### config.mk
export PLATFORM = sky130hd
export DESIGN_NAME = eeprom_page_writer
export DESIGN_NICKNAME = d
export VERILOG_FILES = /design/src/rtl/eeprom_pw_pkg.sv /design/src/rtl/eeprom_cmd_check.sv /design/src/rtl/eeprom_bit_shifter.sv /design/src/rtl/eeprom_page_writer.sv
export SDC_FILE = /design/constraint.sdc
export NUM_CORES = 1
export LEC_CHECK = 0
export BUFFER_PORTS_ARGS = -buffer_cell sky130_fd_sc_hd__clkbuf_2
export CAP_MARGIN = 25
export CELL_PAD_IN_SITES_DETAIL_PLACEMENT = 1
export CELL_PAD_IN_SITES_GLOBAL_PLACEMENT = 2
export CORE_UTILIZATION = 37
export CTS_BUF_LIST = sky130_fd_sc_hd__clkbuf_8 sky130_fd_sc_hd__clkbuf_16
export DETAILED_ROUTE_END_ITERATION = 7
export PLACE_DENSITY_LB_ADDON = 0.1
export SKIP_CTS_REPAIR_TIMING = 1
export SYNTH_ARGS = -nofsm -noshare
export SYNTH_HDL_FRONTEND = slang
export SYNTH_HIERARCHICAL = 1
export SYNTH_SLANG_ARGS = --single-unit
### constraint.sdc
create_clock -name clk -period 2.7 [get_ports clk]
set_input_delay 0.27 -clock clk [delete_from_list [all_inputs] [get_ports clk]]
set_output_delay 0.27 -clock clk [all_outputs]
set_load 0.03 [all_outputs]
### src/rtl/eeprom_pw_pkg.sv
package eeprom_pw_pkg;

    typedef enum logic [3:0] {
        ST_IDLE, ST_REQ, ST_PREP, ST_POLL_OP, ST_POLL_IN, ST_GAP,
        ST_WREN, ST_WROP, ST_ADDR, ST_DATA, ST_WAIT, ST_REL
    } pw_state_e;

    typedef enum logic [1:0] {
        PH_IDLE, PH_SETUP, PH_HIGH, PH_LOW
    } sh_phase_e;

    localparam logic [7:0] OPC_RDSR   = 8'h05;
    localparam logic [7:0] OPC_WREN   = 8'h06;
    localparam logic [7:0] OPC_WRITE  = 8'h02;
    localparam logic [7:0] OPC_HIADDR = 8'h08;

endpackage

### src/rtl/eeprom_cmd_check.sv
module eeprom_cmd_check #(
    parameter int WORDS = 256,
    parameter int OW    = 9
) (
    input  logic [OW-1:0] offset_i,
    input  logic [OW-1:0] count_i,
    output logic          bad_o
);
    logic [OW:0] room;
    logic [OW:0] limit;

    assign limit = (OW+1)'(WORDS);
    assign room  = limit - {1'b0, offset_i};
    assign bad_o = ({1'b0, offset_i} >= limit) || (count_i == '0) ||
                   ({1'b0, count_i} > room);
endmodule

### src/rtl/eeprom_bit_shifter.sv
module eeprom_bit_shifter
    import eeprom_pw_pkg::*;
#(
    parameter int MAXB = 16,
    localparam int CW = $clog2(MAXB + 1)
) (
    input  logic            clk,
    input  logic            rst_n,
    input  logic            start_i,
    input  logic [CW-1:0]   nbits_i,
    input  logic [MAXB-1:0] data_i,
    input  logic            miso_i,
    output logic            sck_o,
    output logic            mosi_o,
    output logic            done_o,
    output logic            last_o
);
    typedef struct packed {
        sh_phase_e       ph;
        logic [MAXB-1:0] sh;
        logic [CW-1:0]   cnt;
        logic            last;
    } sh_t;

    localparam sh_t SH_RST = '{ph: PH_IDLE, sh: '0, cnt: '0, last: 1'b0};

    sh_t q, n;

    always_comb begin
        n = q;
        case (q.ph)
            PH_IDLE: if (start_i) begin
                n.sh  = data_i << (CW'(MAXB) - nbits_i);
                n.cnt = nbits_i;
                n.ph  = PH_SETUP;
            end
            PH_SETUP: n.ph = PH_HIGH;
            PH_HIGH: begin
                n.last = miso_i;
                n.ph   = PH_LOW;
            end
            PH_LOW: begin
                if (q.cnt == CW'(1)) begin
                    n.ph = PH_IDLE;
                    n.sh = '0;
                end else begin
                    n.sh  = q.sh << 1;
                    n.cnt = q.cnt - 1'b1;
                    n.ph  = PH_SETUP;
                end
            end
            default: n.ph = PH_IDLE;
        endcase
    end

    always_ff @(posedge clk or negedge rst_n) begin
        if (!rst_n) q <= SH_RST;
        else        q <= n;
    end

    assign sck_o  = (q.ph == PH_HIGH);
    assign mosi_o = (q.ph != PH_IDLE) && q.sh[MAXB-1];
    assign done_o = (q.ph == PH_LOW) && (q.cnt == CW'(1));
    assign last_o = q.last;

    // data line is steady across the clock-high cycle
    a_r10_mosi_stable: assert property (@(posedge clk) disable iff (!rst_n)
        sck_o |-> $stable(mosi_o));
    // clock high lasts exactly one cycle
    a_r10_sck_single: assert property (@(posedge clk) disable iff (!rst_n)
        sck_o |=> !sck_o);
endmodule

### src/rtl/eeprom_page_writer.sv
module eeprom_page_writer
    import eeprom_pw_pkg::*;
#(
    parameter int WORDS       = 256,
    parameter int OP_W        = 8,
    parameter int ADDR_W      = 8,
    parameter int PAGE_BYTES  = 8,
    parameter int GRANT_TRIES = 8,
    parameter int READY_TRIES = 4,
    parameter int WRITE_WAIT  = 20,
    localparam int IW = $clog2(WORDS),
    localparam int OW = IW + 1
) (
    input  logic          clk,
    input  logic          rst_n,
    input  logic          start_i,
    input  logic [OW-1:0] offset_i,
    input  logic [OW-1:0] count_i,
    output logic          busy_o,
    output logic          done_o,
    output logic          err_o,
    output logic          fetch_o,
    output logic [IW-1:0] fetch_addr_o,
    input  logic [15:0]   fetch_data_i,
    output logic          req_o,
    input  logic          gnt_i,
    output logic          spi_cs_n_o,
    output logic          spi_sck_o,
    output logic          spi_mosi_o,
    input  logic          spi_miso_i
);
    localparam int PAGE_WORDS = PAGE_BYTES / 2;
    localparam int PW         = $clog2(PAGE_WORDS);
    localparam int TW         = $clog2(GRANT_TRIES + READY_TRIES + WRITE_WAIT + 1);
    localparam int SB         = 16;
    localparam int CW         = $clog2(SB + 1);
    localparam bit HI_FOLD    = (ADDR_W == 8);

    typedef struct packed {
        pw_state_e     st;
        pw_state_e     ret;
        logic          go;
        logic          cs_n;
        logic          req;
        logic          done;
        logic          err;
        logic [IW-1:0] idx;
        logic [OW-1:0] left;
        logic [TW-1:0] tmr;
    } pw_t;

    localparam pw_t PW_RST = '{st: ST_IDLE, ret: ST_IDLE, go: 1'b0, cs_n: 1'b1,
                               req: 1'b0, done: 1'b0, err: 1'b0, idx: '0,
                               left: '0, tmr: '0};

    pw_t q, n;

    logic          cmd_bad;
    logic          sh_done;
    logic          sh_last;
    logic [CW-1:0] sh_bits;
    logic [SB-1:0] sh_data;
    logic [IW-1:0] idx_nx;
    logic [IW:0]   byte_addr;
    logic          hi_half;
    logic          page_end;

    eeprom_cmd_check #(.WORDS(WORDS), .OW(OW)) u_check (
        .offset_i (offset_i),
        .count_i  (count_i),
        .bad_o    (cmd_bad)
    );

    eeprom_bit_shifter #(.MAXB(SB)) u_shift (
        .clk     (clk),
        .rst_n   (rst_n),
        .start_i (q.go),
        .nbits_i (sh_bits),
        .data_i  (sh_data),
        .miso_i  (spi_miso_i),
        .sck_o   (spi_sck_o),
        .mosi_o  (spi_mosi_o),
        .done_o  (sh_done),
        .last_o  (sh_last)
    );

    assign idx_nx    = q.idx + 1'b1;
    assign byte_addr = {q.idx, 1'b0};
    assign hi_half   = HI_FOLD && (int'(q.idx) >= 128);

    generate
        if (PAGE_WORDS <= 1) begin : g_page_one
            assign page_end = 1'b1;
        end else begin : g_page_many
            assign page_end = (idx_nx[PW-1:0] == '0);
        end
    endgenerate

    // Frame content for the shifter, chosen by the sequencer state
    always_comb begin
        sh_bits = CW'(OP_W);
        sh_data = '0;
        case (q.st)
            ST_POLL_OP: sh_data = SB'(OPC_RDSR);
            ST_POLL_IN: sh_bits = CW'(8);
            ST_WREN:    sh_data = SB'(OPC_WREN);
            ST_WROP:    sh_data = SB'(OPC_WRITE | (hi_half ? OPC_HIADDR : 8'h00));
            ST_ADDR: begin
                sh_bits = CW'(ADDR_W);
                sh_data = SB'(byte_addr);
            end
            ST_DATA: begin
                sh_bits = CW'(SB);
                sh_data = {fetch_data_i[7:0], fetch_data_i[15:8]};
            end
            default: ;
        endcase
    end

    always_comb begin
        n      = q;
        n.go   = 1'b0;
        n.done = 1'b0;
        n.err  = 1'b0;
        case (q.st)
            ST_IDLE: if (start_i) begin
                if (cmd_bad) begin
                    n.err = 1'b1;
                end else begin
                    n.st   = ST_REQ;
                    n.req  = 1'b1;
                    n.idx  = offset_i[IW-1:0];
                    n.left = count_i;
                    n.tmr  = '0;
                end
            end
            ST_REQ: begin
                if (gnt_i) begin
                    n.st   = ST_PREP;
                    n.cs_n = 1'b0;
                    n.tmr  = '0;
                end else if (q.tmr == TW'(GRANT_TRIES - 1)) begin
                    n.st  = ST_IDLE;
                    n.req = 1'b0;
                    n.err = 1'b1;
                end else begin
                    n.tmr = q.tmr + 1'b1;
                end
            end
            ST_PREP: begin
                n.st = ST_POLL_OP;
                n.go = 1'b1;
            end
            ST_POLL_OP: if (sh_done) begin
                n.st = ST_POLL_IN;
                n.go = 1'b1;
            end
            ST_POLL_IN: if (sh_done) begin
                n.cs_n = 1'b1;
                if (!sh_last) begin
                    n.st  = ST_GAP;
                    n.ret = ST_WREN;
                end else if (q.tmr == TW'(READY_TRIES - 1)) begin
                    n.st  = ST_IDLE;
                    n.req = 1'b0;
                    n.err = 1'b1;
                end else begin
                    n.st  = ST_GAP;
                    n.ret = ST_POLL_OP;
                    n.tmr = q.tmr + 1'b1;
                end
            end
            ST_GAP: begin
                n.st   = q.ret;
                n.cs_n = 1'b0;
                n.go   = 1'b1;
            end
            ST_WREN: if (sh_done) begin
                n.st   = ST_GAP;
                n.ret  = ST_WROP;
                n.cs_n = 1'b1;
            end
            ST_WROP: if (sh_done) begin
                n.st = ST_ADDR;
                n.go = 1'b1;
            end
            ST_ADDR: if (sh_done) begin
                n.st = ST_DATA;
                n.go = 1'b1;
            end
            ST_DATA: if (sh_done) begin
                n.idx  = idx_nx;
                n.left = q.left - 1'b1;
                if (q.left == OW'(1) || page_end) begin
                    n.st   = ST_WAIT;
                    n.cs_n = 1'b1;
                    n.tmr  = '0;
                end else begin
                    n.go = 1'b1;
                end
            end
            ST_WAIT: begin
                if (q.tmr == TW'(WRITE_WAIT - 1)) begin
                    n.st  = ST_REL;
                    n.req = 1'b0;
                end else begin
                    n.tmr = q.tmr + 1'b1;
                end
            end
            ST_REL: begin
                if (q.left == '0) begin
                    n.st   = ST_IDLE;
                    n.done = 1'b1;
                end else begin
                    n.st  = ST_REQ;
                    n.req = 1'b1;
                    n.tmr = '0;
                end
            end
            default: n.st = ST_IDLE;
        endcase
    end

    always_ff @(posedge clk or negedge rst_n) begin
        if (!rst_n) q <= PW_RST;
        else        q <= n;
    end

    assign busy_o       = (q.st != ST_IDLE);
    assign done_o       = q.done;
    assign err_o        = q.err;
    assign req_o        = q.req;
    assign spi_cs_n_o   = q.cs_n;
    assign fetch_o      = q.go && (q.st == ST_DATA);
    assign fetch_addr_o = q.idx;

    // a bad range is refused at once without going busy
    a_r1_reject: assert property (@(posedge clk) disable iff (!rst_n)
        (start_i && !busy_o && cmd_bad) |=> (err_o && !busy_o));
    // busy only ends together with an outcome pulse
    a_r2_busy_end: assert property (@(posedge clk) disable iff (!rst_n)
        $fell(busy_o) |-> (done_o || err_o));
    // the device is selected only while the bus is requested
    a_r3_cs_needs_req: assert property (@(posedge clk) disable iff (!rst_n)
        !spi_cs_n_o |-> req_o);
    // no serial clock while the device is deselected
    a_r9_sck_deselected: assert property (@(posedge clk) disable iff (!rst_n)
        spi_cs_n_o |-> !spi_sck_o);
endmodule

==> results of run 1 <==
## metal layers
layer	wire [um]	GRT usage, %	vias up
li1	-	-	2351
met1	7110	28.9	2502
met2	8470	40.9	69
met3	476	3.56	17
met4	248	6.72	0
met5	0	0	-
## where the power goes
group | switching [W] | internal [W]
Combinational | 0.00184 | 0.00134
Sequential | 0.000360 | 0.00124
Clock | 0.000445 | 0.000805
## cells by family after synthesis
| kind of cell | share of synthesized area, % |
|---|---|
| xor gates and xnor gates | 2.20 |
| DFF | 28.6 |
| and+or+nand+nor | 22.5 |
| AOI/OAI and AO/OA | 23.2 |
| other | 0.0726 |
| adders and majority gates | 5.57 |
| buffers and inverters | 7.49 |
| muxes | 10.4 |
## cell type report
cell class | instances | area, um^2 | share of cell area (%)
Clock inverter | 7 | 91.3 | 1.40
Multi-Input combinational cell | 460 | 3500 | 53.7
Clock buffer | 9 | 225 | 3.46
Inverter | 35 | 131 | 2.02
Sequential cell | 59 | 1480 | 22.7
Tap cell | 176 | 220 | 3.38
Timing Repair Buffer | 119 | 868 | 13.3
## metrics by stage
step	utilization, %	hold WS, ns	instance area, um^2	setup slack, ns
after floorplan	-	-0.0256	5260	-0.579
after global placement	43.8	0.473	5900	-0.804
after detailed placement	43.8	0.476	5900	-0.872
after CTS	46.2	0.145	6210	-0.527
after global routing	48.4	0.175	6520	-0.674
final	48.4	0.104	6520	-0.542
## worst min-delay path by stage
| stage | start | to | slack (ns) | depth (start not counted) |
|---|---|---|---|---|
| final | rst_n | u_shift/q[5] | 0.10 | 2 |
| after global routing | spi_miso_i | u_shift/last_o | 0.18 | 2 |
| after CTS | rst_n | u_shift/q[14] | 0.14 | 2 |
| after detailed placement | q[29] | q[29] | 0.48 | 1 |
| after global placement | q[29] | q[29] | 0.47 | 1 |
| after floorplan | rst_n | done_o | -0.03 | 0 |
## synthesized netlist by cell type (6+ instances only)
library cell	n
nor2b_1	7
mux2_2	10
o21ai_0	41
ha_1	23
nand2_1	31
and3_1	8
nor3_1	18
clkbuf_1	19
dfrtp_1	58
mux4_2	6
and2_1	12
a211oi_1	6
mux2i_1	14
nand2b_1	6
nand3_1	15
inv_1	33
a221oi_1	7
mux2_4	6
buf_4	11
buf_6	7
a31oi_1	13
o22a_1	6
nor2_1	48
a21oi_1	36
## registers in the layout, summed over array words and instances, names as in the netlist
register,flops
q,23
u_shift/q,23
fetch_addr_o,8
done_o,1
err_o,1
req_o,1
spi_cs_n_o,1
u_shift/last_o,1
## worst reg2reg max path, delay by kind of cell, from the launching register on
family,cells,cell delay (ns)
AO/OA/AOI/OAI,2,0.43
flip-flops,1,0.42
multiplexers,2,0.71
AND/OR/NAND/NOR,2,0.89
==> results.json, run 1 <==
{
  "slew_headroom_pct": 46.2,
  "min_period_ns": 3.24,
  "layout-drive-gt1-share_pct": 31.9,
  "cp_top_family": "simple AND/OR/NAND/NOR gates",
  "crit_start": "offset_i[5]",
  "drcViolationCount": 0,
  "ff2ff_setup_slack_ns": 0.19,
  "ir_drop_mv": 0.348,
  "place_congestion": 0.855,
  "synth-async-reset-ratio_pct": 100,
  "critPathMaxFanout": 6,
  "clk_root_buffer_cell": "clkbuf_16",
  "timing.final.hold_violations": 0,
  "violations": "setup timing",
  "worst_clock_skew_ns": 0.00832,
  "drv_cap": 0,
  "final_cell_mix": "58 x dfrtp_1, 53 x clkbuf_2, 53 x buf_4",
  "worst_slew_pin_slew_ns": 0.806,
  "die_x_um": 120,
  "path_clk_slew_ns": 0.05,
  "min_path_type": "in2async",
  "first_iter_violations": 200,
  "rsz0062_at_grt": "true",
  "setup-violations-final": 28,
  "drt-wirelength-per-cell_um": 18.8,
  "cts.path.max_buffers": 2,
  "cp-end-kind": "flip-flop",
  "port_buffers": 54,
  "path_cells": "buf_6 > or4_4 > nor4_4 > xnor2_1 > ha_1 > a22o_1 > nor4_1 > o211a_1 > o31ai_4 > or3b_4 > a21o_1 > a21oi_2 > o211ai_4 > mux2_4",
  "crit_path_start_kind": "input pin",
  "synth.area.top_cells": "dfrtp_1 28%, ha_1 5.6%, o21ai_0 4.0%",
  "maxSlewViolCount": 0,
  "slowest_delay_ns": 0.57,
  "ys_types": 91,
  "place_inst": 838,
  "worst-path-stages": 14,
  "num_rows": 42,
  "cp.arrival_ns": 3.46,
  "synth_area_um2": 5160,
  "drt-total-wl_um": 16300,
  "grt_max_degree": 60,
  "outcome": "finished with violations",
  "layout_commonest_cell": "dfrtp_1",
  "syn_to_final_growth_pct": 26.1,
  "grt_use_total_pct": 23.2,
  "fin_nets": 746,
  "crit_end": "q[0]",
  "yosys.area.top_type_share_pct": 28.1,
  "final_cells": 865,
  "ant_nets": 0,
  "fmax_mhz": 308,
  "grt_pass1_wl_um": 26300,
  "regToRegStartpoint": "q[34]",
  "r2r_cells": 6,
  "dieArea_um2": 14400,
  "power_density_nw_per_um2": 924,
  "place_hpwl_um": 12000,
  "grt_remaining_overflow": 0,
  "setup_tns_ns": -10.71,
  "num-fill-cells": 1613,
  "ys_seq_area_share_pct": 28.6,
  "p_leak_nw": 2.88,
  "r2r_end": "u_shift/q[13]",
  "core_um2": 13500,
  "ios": 55,
  "synth_ff_type": "dfrtp_1",
  "clock_sinks": 59,
  "grt_pass1_vias": 5044,
  "ys_warn_count": 6,
  "path_class": "in2reg",
  "antenna_found_initial": 0,
  "synth_seq_cells": 59,
  "cts_buffers": 9,
  "start_util_pct": 38.4,
  "dr.pass1.iters": 4,
  "crit_path_top_delay_cell": "or4_4",
  "cts_tree": "built",
  "die_h_um": 120,
  "crit_buf_inv": 1,
  "synth_cells": 585,
  "num_vias": 4939,
  "synth_edf_count": 0,
  "avgViaCountPerCell": 5.71,
  "h-tree-depth": 3,
  "required_ns": 2.92,
  "fin_ws_ns": -0.542,
  "fin_total_pwr_w": 0.00602,
  "n_antenna_cell": 0,
  "fin_crit_sh_pct": 120,
  "clock_latency_ns": 0.34,
  "synth_top_area_cell": "dfrtp_1",
  "avgSynthCellArea_um2": 8.83
}
(Power assumes the default switching activity.)
==> run 2: changes to the inputs <==
Settings changed: CORE_UTILIZATION 37 to 33.
Clock period 2.7 ns to 2.73 ns, I/O delays scaled along.
==> results.json, run 2 (synthesis results as in run 1) <==
{
  "num_rows": 45,
  "fin_nets": 741,
  "grt_use_total_pct": 21.0,
  "rsz0062_at_grt": "true",
  "worst_clock_skew_ns": 0.00863,
  "cts_buffers": 9,
  "ir_drop_mv": 0.360,
  "final_cell_mix": "58 x dfrtp_1, 53 x clkbuf_2, 48 x buf_4",
  "crit_path_top_delay_cell": "or4_4",
  "die_x_um": 127,
  "drv_cap": 0,
  "outcome": "finished with violations",
  "fin_total_pwr_w": 0.00615,
  "setup-violations-final": 28,
  "cts.path.max_buffers": 2,
  "grt_pass1_wl_um": 26300,
  "required_ns": 2.95,
  "fmax_mhz": 312,
  "clk_root_buffer_cell": "clkbuf_16",
  "dieArea_um2": 16200,
  "layout_commonest_cell": "dfrtp_1",
  "die_h_um": 127,
  "path_class": "in2reg",
  "ant_nets": 0,
  "setup_tns_ns": -8.79,
  "cts_tree": "built",
  "core_um2": 15300,
  "ios": 55,
  "clock_latency_ns": 0.34,
  "multi_input_area_um2": 3520,
  "path_clk_slew_ns": 0.05,
  "drt-wirelength-per-cell_um": 18.8,
  "num_vias": 4866,
  "maxSlewViolCount": 0,
  "antenna_found_initial": 0,
  "grt_remaining_overflow": 0,
  "n_antenna_cell": 0,
  "clock_sinks": 59,
  "layout-drive-gt1-share_pct": 31.1,
  "num-fill-cells": 1763,
  "place_congestion": 0.887,
  "grt_pass1_vias": 4916,
  "fin_ws_ns": -0.478,
  "syn_to_final_growth_pct": 27.1,
  "start_util_pct": 33.8,
  "timing.final.hold_violations": 0,
  "path_cells": "buf_6 > or4_4 > nor4_4 > xnor2_1 > ha_1 > a22o_1 > nor4_2 > o211a_1 > o31ai_4 > or3b_4 > a21o_1 > a21oi_2 > o211ai_4 > mux2_4",
  "drcViolationCount": 0,
  "seqCellArea_um2": 1480,
  "critPathMaxFanout": 6,
  "min_path_type": "in2reg",
  "avgViaCountPerCell": 5.44,
  "drt-total-wl_um": 16800,
  "worst_slew_pin_slew_ns": 0.810,
  "slew_headroom_pct": 45.9,
  "cp-end-kind": "flip-flop",
  "place_hpwl_um": 12600,
  "p_leak_nw": 2.86,
  "power_density_nw_per_um2": 937,
  "dr.pass1.iters": 4,
  "violations": "setup timing",
  "cp.arrival_ns": 3.43,
  "final_cells": 895,
  "grt_max_degree": 29,
  "slowest_delay_ns": 0.56,
  "first_iter_violations": 198,
  "min_period_ns": 3.21,
  "place_inst": 870,
  "port_buffers": 54,
  "fin_crit_sh_pct": 117,
  "h-tree-depth": 3,
  "crit_path_start_kind": "input pin"
}
[run 2: changes by cell type in the layout (fill, tap and decap cells not counted), moves of 2 or more]
cell,before,now
buf_4,53,48
clkbuf_16,12,10
a21oi_2,9,7
buf_8,0,3
clkbuf_8,0,3
clkinv_2,3,1
o21ai_0,25,23
o21ai_1,13,15
[run 2: per-stage QoR]
stage / utilization [%] / hold WS [ns] / area (um^2) / setup slack (ns)
finish: 43.0 / 0.170 / 6560 / -0.478
floorplan: - / -0.0226 / 5260 / -0.552
CTS: 41.1 / -0.0871 / 6270 / -0.503
detailed placement: 38.7 / 0.277 / 5910 / -0.851
global route: 43.0 / 0.164 / 6560 / -0.659
global placement: 38.7 / 0.268 / 5910 / -0.767
[run 2: cell type report]
class,instances,share of cell area [%]
clock buffer,12,4.06
clock inverter,4,1.45
inverter,35,2.00
multi-input combinational,460,53.7
sequential,59,22.5
tap,211,4.02
timing repair buffer,114,12.3
[run 2: path summary, 6_finish.rpt]
check / start / end / slack [ns] / depth (start not counted)
worst max-delay path: offset_i[5] / q[0] / -0.48 / 14
worst min-delay path: spi_miso_i / u_shift/last_o / 0.17 / 2
worst max register to register: q[35] / u_shift/q[16] / 0.21 / 8
worst min register to register: q[29] / q[29] / 0.49 / 1
max in group asynchronous: rst_n / u_shift/q[8] / 1.56 / 3
min in group asynchronous: rst_n / req_o / 0.45 / 2
[run 2: worst max-delay path, delay by kind of cell]
| kind | cells | cell delay (ns) |
|---|---|---|
| buffers and inverters | 1 | 0.09 |
| adder cells (fa/ha/maj) | 1 | 0.27 |
| multiplexers | 1 | 0.32 |
| AO/OA/AOI/OAI | 6 | 1.05 |
| AND/OR/NAND/NOR | 4 | 1.26 |
| XOR/XNOR | 1 | 0.16 |
[run 2: where the power goes]
| part | switching (W) | internal [W] | total [W] | leakage, nW |
|---|---|---|---|---|
| Sequential | 0.000363 | 0.00122 | 0.00159 | 0.738 |
| Combinational | 0.00184 | 0.00132 | 0.00316 | 1.95 |
| Clock | 0.000443 | 0.000965 | 0.00141 | 0.179 |
[run 2: metal layers]
metal | part of all wire [%] | vias up | wire, um | track usage (%)
met5 | 0 | - | 0 | 0
met1 | 46 | 2430 | 7750 | 27.1
met2 | 49 | 72 | 8260 | 35.6
met4 | 2.2 | 0 | 366 | 8.26
li1 | - | 2346 | - | -
met3 | 2.6 | 18 | 429 | 2.85
==> run 3: changes to the inputs <==
Settings changed: CORE_UTILIZATION 33 to 37.
Clock period 2.73 ns to 3.1 ns, I/O delays scaled along.
==> results.json, run 3 (synthesis results as in run 1) <==
{
  "ios": 55,
  "drv_cap": 0,
  "ir_drop_mv": 0.374,
  "avgViaCountPerCell": 5.80,
  "num-fill-cells": 1630,
  "drt-total-wl_um": 16000,
  "power_density_nw_per_um2": 831,
  "fin_nets": 722,
  "core_um2": 13500,
  "layout-drive-gt1-share_pct": 27.1,
  "cts_buffers": 9,
  "critPathMaxFanout": 6,
  "n_antenna_cell": 0,
  "fmax_mhz": 302,
  "ant_nets": 0,
  "path_class": "in2reg",
  "crit_path_start_kind": "input pin",
  "start_util_pct": 38.4,
  "port_buffers": 54,
  "grt_use_total_pct": 23.4,
  "place_inst": 818,
  "dr.pass1.iters": 6,
  "grt_pass1_wl_um": 26300,
  "fin_crit_sh_pct": 107,
  "violations": "setup timing",
  "maxSlewViolCount": 0,
  "antenna_found_initial": 0,
  "final_core_util_pct": 45.8,
  "place_congestion": 0.845,
  "die_h_um": 120,
  "fin_ws_ns": -0.209,
  "worst_clock_skew_ns": 0.0110,
  "place_hpwl_um": 12000,
  "clock_sinks": 59,
  "drcViolationCount": 0,
  "path_clk_slew_ns": 0.05,
  "num_rows": 42,
  "clock_latency_ns": 0.35,
  "min_period_ns": 3.31,
  "final_cells": 840,
  "outcome": "finished with violations",
  "layout_commonest_cell": "dfrtp_1",
  "grt_pass1_vias": 4914,
  "cts_tree": "built",
  "slew_headroom_pct": 44.2,
  "drt-wirelength-per-cell_um": 19.0,
  "syn_to_final_growth_pct": 19.3,
  "grt_max_degree": 60,
  "final_cell_mix": "58 x dfrtp_1, 53 x clkbuf_2, 47 x nor2_1",
  "worst_slew_pin_slew_ns": 0.835,
  "timing.final.hold_violations": 0,
  "ff2ff_setup_slack_ns": 0.39,
  "p_leak_nw": 2.70,
  "die_x_um": 120,
  "cts.path.max_buffers": 2,
  "rsz0062_at_grt": "true",
  "cp.arrival_ns": 3.53,
  "grt_remaining_overflow": 0,
  "cp-end-kind": "flip-flop",
  "h-tree-depth": 3,
  "min_path_type": "in2async",
  "required_ns": 3.32,
  "r2r_cells": 7,
  "r2r_end": "u_shift/q[18]",
  "dieArea_um2": 14400,
  "first_iter_violations": 291,
  "num_vias": 4874,
  "setup-violations-final": 6,
  "clk_root_buffer_cell": "clkbuf_16",
  "regToRegStartpoint": "q[32]"
}
-- run 3: cell types whose count changed in the layout (fill, tap and decap cells not counted), moves of 2 or more --
cell      change
buf_4        -11
o21ai_0       +9
o21ai_2       -8
a21oi_1       +3
buf_6         -3
buf_8         -3
a21oi_2       -2
clkbuf_8      -2
nor2_2        +2
nor2_4        -2
-- run 3: where the power goes --
group	leakage [nW]	total (W)	switching [W]	internal (W)
Clock	0.154	0.00110	0.000383	0.000718
Combinational	1.81	0.00260	0.00155	0.00105
Sequential	0.738	0.00143	0.000349	0.00108
-- run 3: worst max-delay path by stage --
stage / startpoint / end / slack, ns / depth (start not counted)
after floorplan: offset_i[5] / q[0] / -0.22 / 13
after global placement: offset_i[5] / q[1] / -0.46 / 14
after detailed placement: offset_i[5] / q[0] / -0.62 / 14
after CTS: offset_i[5] / q[0] / -0.26 / 14
after global routing: offset_i[5] / q[0] / -0.30 / 14
final: offset_i[5] / q[1] / -0.21 / 15
-- run 3: stage by stage --
stage	total power [W]	setup WS, ns	area [um^2]	hold slack [ns]	setup TNS, ns
2_1_floorplan	0.00329	-0.219	5220	0.0144	-0.849
3_3_place_gp	0.00384	-0.460	5710	0.472	-7.00
3_5_place_dp	0.00394	-0.617	5710	0.488	-10.11
4_1_cts	0.00506	-0.263	6030	0.180	-1.37
5_1_grt	0.00548	-0.298	6160	0.210	-1.81
6_report	0.00512	-0.209	6160	0.146	-0.727
-- run 3: layout make-up --
| type | count | area (um^2) | share of cell area [%] |
|---|---|---|---|
| clock buffer | 10 | 239 | 3.88 |
| timing repair buffer | 95 | 593 | 9.62 |
| clock inverter | 5 | 77.6 | 1.26 |
| inverter | 35 | 131 | 2.13 |
| sequential | 59 | 1480 | 24.0 |
| multi-input combinational | 460 | 3420 | 55.6 |
| tap | 176 | 220 | 3.57 |
-- run 3: per-layer routing --
metal | vias to the layer above | global-route usage [%] | part of all wire [%]
met5 | - | 0 | 0
met4 | 0 | 6.95 | 1.1
met3 | 11 | 4.61 | 4.6
met2 | 114 | 36.4 | 46
met1 | 2448 | 32.6 | 48
li1 | 2301 | - | -
-- run 3: worst max-delay path: stages --
cell and delay, ns:
buf_6 0.09, or4_4 0.57, nor4_4 0.19, xnor2_1 0.19, ha_1 0.28, buf_4 0.15, o21ai_1 0.13, nor2_1 0.08
o2bb2ai_2 0.22, o31ai_4 0.10, or3b_4 0.37, a21o_1 0.19, a21oi_2 0.19, o211ai_4 0.14, mux2_4 0.32
